`config.mk`:
```
export PLATFORM = sky130hd
export DESIGN_NAME = brjmp_nextpc
export DESIGN_NICKNAME = d
export VERILOG_FILES = /design/src/rtl/brjmp_pkg.sv /design/src/rtl/brjmp_decode.sv /design/src/rtl/brjmp_cmp.sv /design/src/rtl/brjmp_target.sv /design/src/rtl/brjmp_nextpc.sv
export SDC_FILE = /design/constraint.sdc
export NUM_CORES = 1
export LEC_CHECK = 0
export BUFFER_PORTS_ARGS = -buffer_cell sky130_fd_sc_hd__buf_4
export CORE_ASPECT_RATIO = 0.8
export CORE_UTILIZATION = 50
export DETAILED_ROUTE_END_ITERATION = 10
export PLACE_DENSITY = 0.9
export SLEW_MARGIN = 0
export SYNTH_ARGS = -nofsm -noshare
export SYNTH_HDL_FRONTEND = slang
export SYNTH_SLANG_ARGS = --single-unit
```
`constraint.sdc`:
```
create_clock -name vclk -period 9.7
set_input_delay 2.425 -clock vclk [all_inputs]
set_output_delay 2.425 -clock vclk [all_outputs]
set_load 0.05 [all_outputs]
```
`src/rtl/brjmp_pkg.sv`:
```
package brjmp_pkg;

    localparam logic [6:0] OPC_BRANCH = 7'b1100011;
    localparam logic [6:0] OPC_JAL    = 7'b1101111;
    localparam logic [6:0] OPC_JALR   = 7'b1100111;

    typedef enum logic [1:0] {
        CF_NONE   = 2'd0,
        CF_BRANCH = 2'd1,
        CF_JAL    = 2'd2,
        CF_JALR   = 2'd3
    } cf_kind_e;

    typedef enum logic [2:0] {
        COND_EQ  = 3'b000,
        COND_NE  = 3'b001,
        COND_LT  = 3'b100,
        COND_GE  = 3'b101,
        COND_LTU = 3'b110,
        COND_GEU = 3'b111
    } cond_e;

    typedef struct packed {
        cf_kind_e    kind;
        logic [2:0]  cond;
        logic [4:0]  rd;
        logic [31:0] offset;
    } cf_ctrl_t;

    // Conditional-branch offset, sign-extended to 32 bits
    function automatic logic [31:0] imm_branch(input logic [31:0] w);
        return {{19{w[31]}}, w[31], w[7], w[30:25], w[11:8], 1'b0};
    endfunction

    // Direct-jump offset, sign-extended to 32 bits
    function automatic logic [31:0] imm_jump(input logic [31:0] w);
        return {{11{w[31]}}, w[31], w[19:12], w[20], w[30:21], 1'b0};
    endfunction

    // Indirect-jump 12-bit immediate, sign-extended to 32 bits
    function automatic logic [31:0] imm_indirect(input logic [31:0] w);
        return {{20{w[31]}}, w[31:20]};
    endfunction

endpackage

```
`src/rtl/brjmp_decode.sv`:
```
module brjmp_decode
    import brjmp_pkg::*;
(
    input  logic [31:0] instr,
    output cf_ctrl_t    ctrl
);

    always_comb begin
        ctrl        = '0;
        ctrl.cond   = instr[14:12];
        ctrl.rd     = instr[11:7];
        case (instr[6:0])
            OPC_BRANCH: begin
                ctrl.kind   = CF_BRANCH;
                ctrl.offset = imm_branch(instr);
            end
            OPC_JAL: begin
                ctrl.kind   = CF_JAL;
                ctrl.offset = imm_jump(instr);
            end
            OPC_JALR: begin
                ctrl.kind   = CF_JALR;
                ctrl.offset = imm_indirect(instr);
            end
            default: begin
                ctrl.kind   = CF_NONE;
                ctrl.offset = '0;
            end
        endcase
    end

endmodule

```
`src/rtl/brjmp_cmp.sv`:
```
module brjmp_cmp
    import brjmp_pkg::*;
#(
    parameter int XLEN = 32
) (
    input  logic [XLEN-1:0] a,
    input  logic [XLEN-1:0] b,
    input  logic [2:0]      cond,
    output logic            hit,
    output logic            bad
);

    logic same;
    logic less_s;
    logic less_u;

    assign same   = (a == b);
    assign less_s = ($signed(a) < $signed(b));
    assign less_u = (a < b);

    always_comb begin
        hit = 1'b0;
        bad = 1'b0;
        case (cond)
            COND_EQ:  hit = same;
            COND_NE:  hit = !same;
            COND_LT:  hit = less_s;
            COND_GE:  hit = !less_s;
            COND_LTU: hit = less_u;
            COND_GEU: hit = !less_u;
            default:  bad = 1'b1;
        endcase
    end

endmodule

```
`src/rtl/brjmp_target.sv`:
```
module brjmp_target
    import brjmp_pkg::*;
#(
    parameter int XLEN = 32
) (
    input  logic [XLEN-1:0] pc,
    input  logic [XLEN-1:0] base_reg,
    input  cf_kind_e        kind,
    input  logic [31:0]     offset,
    output logic [XLEN-1:0] seq_pc,
    output logic [XLEN-1:0] tgt_pc
);

    localparam logic [XLEN-1:0] STEP = XLEN'(4);

    logic [XLEN-1:0] off_x;
    logic [XLEN-1:0] base;
    logic [XLEN-1:0] sum;

    assign off_x  = XLEN'($signed(offset));
    assign seq_pc = pc + STEP;
    assign base   = (kind == CF_JALR) ? base_reg : pc;
    assign sum    = base + off_x;
    assign tgt_pc = (kind == CF_JALR) ? {sum[XLEN-1:1], 1'b0} : sum;

endmodule

```
`src/rtl/brjmp_nextpc.sv`:
```
module brjmp_nextpc
    import brjmp_pkg::*;
#(
    parameter int XLEN       = 32,
    parameter int ALIGN_LOG2 = 2
) (
    input  logic [31:0]     instr_i,
    input  logic [XLEN-1:0] pc_i,
    input  logic [XLEN-1:0] src_a_i,
    input  logic [XLEN-1:0] src_b_i,
    output logic [XLEN-1:0] next_pc_o,
    output logic            taken_o,
    output logic            link_we_o,
    output logic [XLEN-1:0] link_data_o,
    output logic            misalign_o,
    output logic            illegal_o
);

    cf_ctrl_t        ctrl;
    logic            cond_hit;
    logic            cond_bad;
    logic [XLEN-1:0] seq_pc;
    logic [XLEN-1:0] tgt_pc;
    logic            is_jump;
    logic            redirect;

    brjmp_decode u_decode (
        .instr (instr_i),
        .ctrl  (ctrl)
    );

    brjmp_cmp #(.XLEN(XLEN)) u_cmp (
        .a    (src_a_i),
        .b    (src_b_i),
        .cond (ctrl.cond),
        .hit  (cond_hit),
        .bad  (cond_bad)
    );

    brjmp_target #(.XLEN(XLEN)) u_target (
        .pc       (pc_i),
        .base_reg (src_a_i),
        .kind     (ctrl.kind),
        .offset   (ctrl.offset),
        .seq_pc   (seq_pc),
        .tgt_pc   (tgt_pc)
    );

    assign is_jump     = (ctrl.kind == CF_JAL) || (ctrl.kind == CF_JALR);
    assign redirect    = is_jump || ((ctrl.kind == CF_BRANCH) && cond_hit);
    assign taken_o     = redirect;
    assign next_pc_o   = redirect ? tgt_pc : seq_pc;
    assign link_we_o   = is_jump && (ctrl.rd != 5'd0);
    assign link_data_o = seq_pc;
    assign illegal_o   = (ctrl.kind == CF_BRANCH) && cond_bad;

    generate
        if (ALIGN_LOG2 > 0) begin : g_align_chk
            assign misalign_o = redirect && (|tgt_pc[ALIGN_LOG2-1:0]);
        end else begin : g_no_align_chk
            assign misalign_o = 1'b0;
        end
    endgenerate

endmodule

```
# Word-level counts from Yosys, hierarchy flattened
# Index checks and enable logic that the tools add are counted.
# Widths: inputs -> output; s select.
[totals] elab_cells=36 register_bits=0
[classes] n_addsub=2 n_mux=7 eq_ne=12 magnitude_cmp=2 reduce_logical=13
[op_table] op="$pmux 32 s3" count=1
[op_table] op="$lt 32x32->1" count=2
[op_table] op="$mux 32" count=2
[op_table] op="$add 32x3->32 const B" count=1
[op_table] op="$add 32x32->32" count=1
[op_table] op="$eq 32x32->1" count=1
[op_table] op="$eq 7x7->1 const B" count=3
[op_table] op="$eq 3x3->1 const B" count=4
[op_table] op="$pmux 1 s6" count=1
[op_table] op="$pmux 2 s3" count=1
[op_table] op="$reduce_or 6->1" count=1
[op_table] op="$reduce_bool 5->1" count=1
[op_table] op="$eq 2x2->1 const B" count=2
[op_table] op="$logic_and 1x1->1" count=4
[op_table] op="$eq 3x1->1 const B" count=1
[op_table] op="$logic_not 1->1" count=3
[op_table] op="$logic_not 3->1" count=1
[op_table] op="$eq 2x1->1 const B" count=1
[op_table] op="$logic_or 1x1->1" count=2
[op_table] op="$mux 1" count=2
[op_table] op="$reduce_or 2->1" count=1

# Depth between registers and ports, before layout
[logic_depth] word_depth=8 mapped_depth=18 depth_no_buf=16

# By module
# Synthesis repeated with hierarchy kept, for this count alone.
[unflattened] hier_cells=581 area_unflattened_um2=4388.0
[by_module_without_submodules] module="brjmp_target" n_inst=1 area_each_um2=2611.3 cells_each=346
[by_module_without_submodules] module="brjmp_cmp" n_inst=1 area_each_um2=870.8 cells_each=121
[by_module_without_submodules] module="brjmp_decode" n_inst=1 area_each_um2=461.7 cells_each=71
[by_module_without_submodules] module="brjmp_nextpc" n_inst=1 area_each_um2=444.2 cells_each=43

# Worst setup path before layout
# Ideal clock, no wire load.
[synth_timing] kind="input -> output" start="input instr_i[6]" end="output next_pc_o[27]" t_required_ps=7275 arrival_ps=6213 slack_ps=1062 path_stages=16 path_buffers=2 path_cell_list="nor2b_1 > nand4_1 > or3_1 > clkbuf_1 > clkbuf_1 > mux2i_1 > inv_1 > ha_1 > a211oi_2 > o21a_1 > nor3_1 > or4_4 > a221oi_4 > o221ai_1 > xor2_1 > mux2_4"
[synth_via] elab_chain_len=6
[synth_rtl] item="start, declared" line="brjmp_nextpc.sv:7" text="input logic [31:0] instr_i,"
[synth_rtl] item="$eq 7x7->1" line="brjmp_decode.sv:12" text="case (instr[6:0])"
[synth_rtl] item="$pmux 2 s3" line="brjmp_decode.sv:12"
[synth_rtl] item="$eq 2x2->1, or another cell as far along" line="brjmp_target.sv:22, brjmp_nextpc.sv:49"
[synth_rtl] item="$mux 32, or another cell as far along" line="brjmp_target.sv:22" text="assign base = (kind == CF_JALR) ? base_reg : pc;"
[synth_rtl] item="$add 32x32->32 / $logic_or 1x1->1 (equally long branches)" line="brjmp_target.sv:23, brjmp_nextpc.sv:50"
[synth_rtl] item="$mux 32 *" line="brjmp_nextpc.sv:52" text="assign next_pc_o = redirect ? tgt_pc : seq_pc;"
[synth_rtl] item="end, declared" line="brjmp_nextpc.sv:11" text="output logic [XLEN-1:0] next_pc_o,"
# Mark *: on every way between the ends. The rest lies on a longest branch, timed or not.

# Worst setup path after layout
[layout_timing] start="input instr_i[4]" end="output next_pc_o[27]"
# Same word-level chain as after synthesis.

==> impl_metrics.toml <==
[status]
run_status = "completed"

[final_layout]
drive_gt1_share_pct = 37.2
final_cell_mix = "buf_4 (201), ha_1 (64), inv_1 (56)"
clock_buffers = 0
final_common_cell = "buf_4"
seqCellArea_um2 = 0
multi_input_area_um2 = 3910
nFlopsAndLatches = 0
antenna_cells = 0
fin_nets = 934
areaGrowthSynthToFinish_pct = 36.3
fill_cells = 666

[synth]
ys_types = 67
synthCells = 553
yosysWarnings = 0
syn_area_um2 = 4230
syn_area_per_cell_um2 = 7.65
syn-num-nets = 746
synth_seq_area_share_pct = 0

[cts]
ctsResizeCount = 0
cts_setup_buffers = 0
ctsHoldBuffers = 0

[timing]
final_max_slew_viol_count = 0
rsz0062_at_grt = "no"
fmax_mhz = 110
period_share_pct = 93.8
relSlewSlack_pct = 56.2
tightest_slew_ns = 0.657
fin_tns_setup_ns = 0
fin_crit_ns = 9.10
final-hold-violation-count = 0
finalSetupViolCount = 0

[place]
hpwl_um = 12500
port_buffers = 196
globalplace.congestion = 0.938

[global_routing]
grt-ovfl-total = 0
grt.met2_usage_pct = 54.3
grt.total_usage_pct = 30.6
grt_pass1_wl_um = 22400
grtUsageMet1_pct = 40.1
grt_use_met3_pct = 3.49
grt_pass1_vias = 4703
grt_start_max_net_pins = 20
antenna_found_initial = 0
top_usage_layer = "met2"

[worst_setup_path]
cp_common_cell = "buf_4"
cp_cell_sequence = "buf_4 -> nor2b_1 -> nand4_1 -> or3_1 -> buf_4 -> mux2_2 -> ha_1 -> a211oi_1 -> o21ai_0 -> or4_4 -> a221oi_4 -> o221ai_1 -> xor2_1 -> mux2_4 -> buf_4"
crit_fanout = 19
worstSetupPathType = "in -> out"
cp_data_required_time_ns = 7.28
start_kind = "input port"
cp_top_family = "simple AND/OR/NAND/NOR gates"
cp_slowest_cell = "or4_4"
critPathBufInv = 3
crit_arrival_ns = 6.68
max_stage_delay_ns = 0.55
critPathCaptureType = "output pin"

[routing]
drcViolationCount = 0
wl_um = 14100
drt-vias-per-instance = 5.79
vias = 4902
drt-initial-drc-count = 235
final_antenna_net_count = 0
wl_per_cell_um = 16.6
first_pass_iters = 5

[power_and_ir_drop]
p_leak_nw = 3.11
powerDensity_nw_per_um2 = 43.2
vdd_ir_drop_max_uv = 42.5
power.total_uw = 249

[floorplan]
dieArea_um2 = 8840
placementRows = 29
core_area_um2 = 8060
num_io_pins = 196
die_h_um = 84.3
start_util_pct = 52.5
die_w_um = 105

[run]
max-cap-violations = 0

[hold_path]
min_path_type = "in -> out"
==> report_power, final <==
| group | internal [mW] | switching, mW |
|---|---|---|
| Sequential | 0 | 0 |
| Combinational | 0.106 | 0.143 |
| Clock | 0 | 0 |
| Total | 0.106 | 0.143 |
==> routing by layer <==
layer	vias to the layer above	wire (µm)	part of all wire, %
li1	2381	-	-
met1	2260	6130	44
met2	238	6580	47
met3	23	1080	7.7
met4	0	293	2.1
met5	-	0	0
==> logic make-up after synthesis <==
family / share of synthesized area [%]
XOR/XNOR: 12.0
adder cells (fa/ha/maj): 19.4
multiplexers: 19.2
AO/OA/AOI/OAI: 19.2
AND/OR/NAND/NOR: 22.6
buffers and inverters: 7.57
==> cell usage after synthesis (2+ instances only) <==
cell type | count | area, µm²
xor2_1 | 20 | 175
mux2_4 | 24 | 360
nor3_1 | 3 | 15.0
a21o_1 | 8 | 60.1
nand4_1 | 12 | 75.1
or4_4 | 2 | 22.5
or4_1 | 2 | 15.0
mux2_2 | 33 | 372
or3_1 | 4 | 25.0
clkbuf_1 | 5 | 18.8
o21a_1 | 7 | 52.6
o31a_1 | 2 | 17.5
ha_1 | 64 | 801
o211ai_1 | 5 | 37.5
a211oi_1 | 4 | 30.0
and2_1 | 8 | 50.1
nor2_1 | 31 | 116
buf_4 | 2 | 15.0
nor2b_1 | 14 | 87.6
mux2i_1 | 8 | 80.1
a31oi_1 | 5 | 31.3
a22o_1 | 3 | 26.3
nand3_1 | 21 | 105
o21bai_1 | 4 | 30.0
and3_1 | 12 | 75.1
buf_6 | 6 | 67.6
o21ai_0 | 25 | 125
xnor2_1 | 38 | 333
a21oi_1 | 34 | 170
a21boi_0 | 3 | 22.5
and4_1 | 4 | 35.0
nand2b_1 | 3 | 18.8
and4_2 | 2 | 20.0
inv_1 | 56 | 210
nand2_1 | 46 | 173
o31ai_1 | 2 | 15.0
==> path summary, 6_finish.rpt <==
check	startpoint	to	slack, ns	cells after the start
worst max-delay path	instr_i[4]	next_pc_o[27]	0.60	15
worst min-delay path	pc_i[0]	link_data_o[0]	5.13	2
==> through the flow <==
step | worst slack [ns] | hold slack, ns | instance area [µm²] | util, % | instances
floorplan | 1.06 | 5.02 | 4230 | - | 553
global placement | 0.818 | 5.13 | 5770 | 71.6 | 847
detailed placement | 0.691 | 5.13 | 5770 | 71.6 | 847
CTS | 0.687 | 5.13 | 5770 | 71.6 | 847
global route | 0.428 | 5.14 | 5770 | 71.6 | 847
finish | 0.598 | 5.13 | 5770 | 71.6 | 847
==> layout make-up <==
| type | count | area share (%) |
|---|---|---|
| inverters | 56 | 3.65 |
| multi-input cells | 482 | 67.8 |
| well taps | 108 | 2.34 |
| repair buffers | 201 | 26.2 |
(Power assumes the default switching activity.)
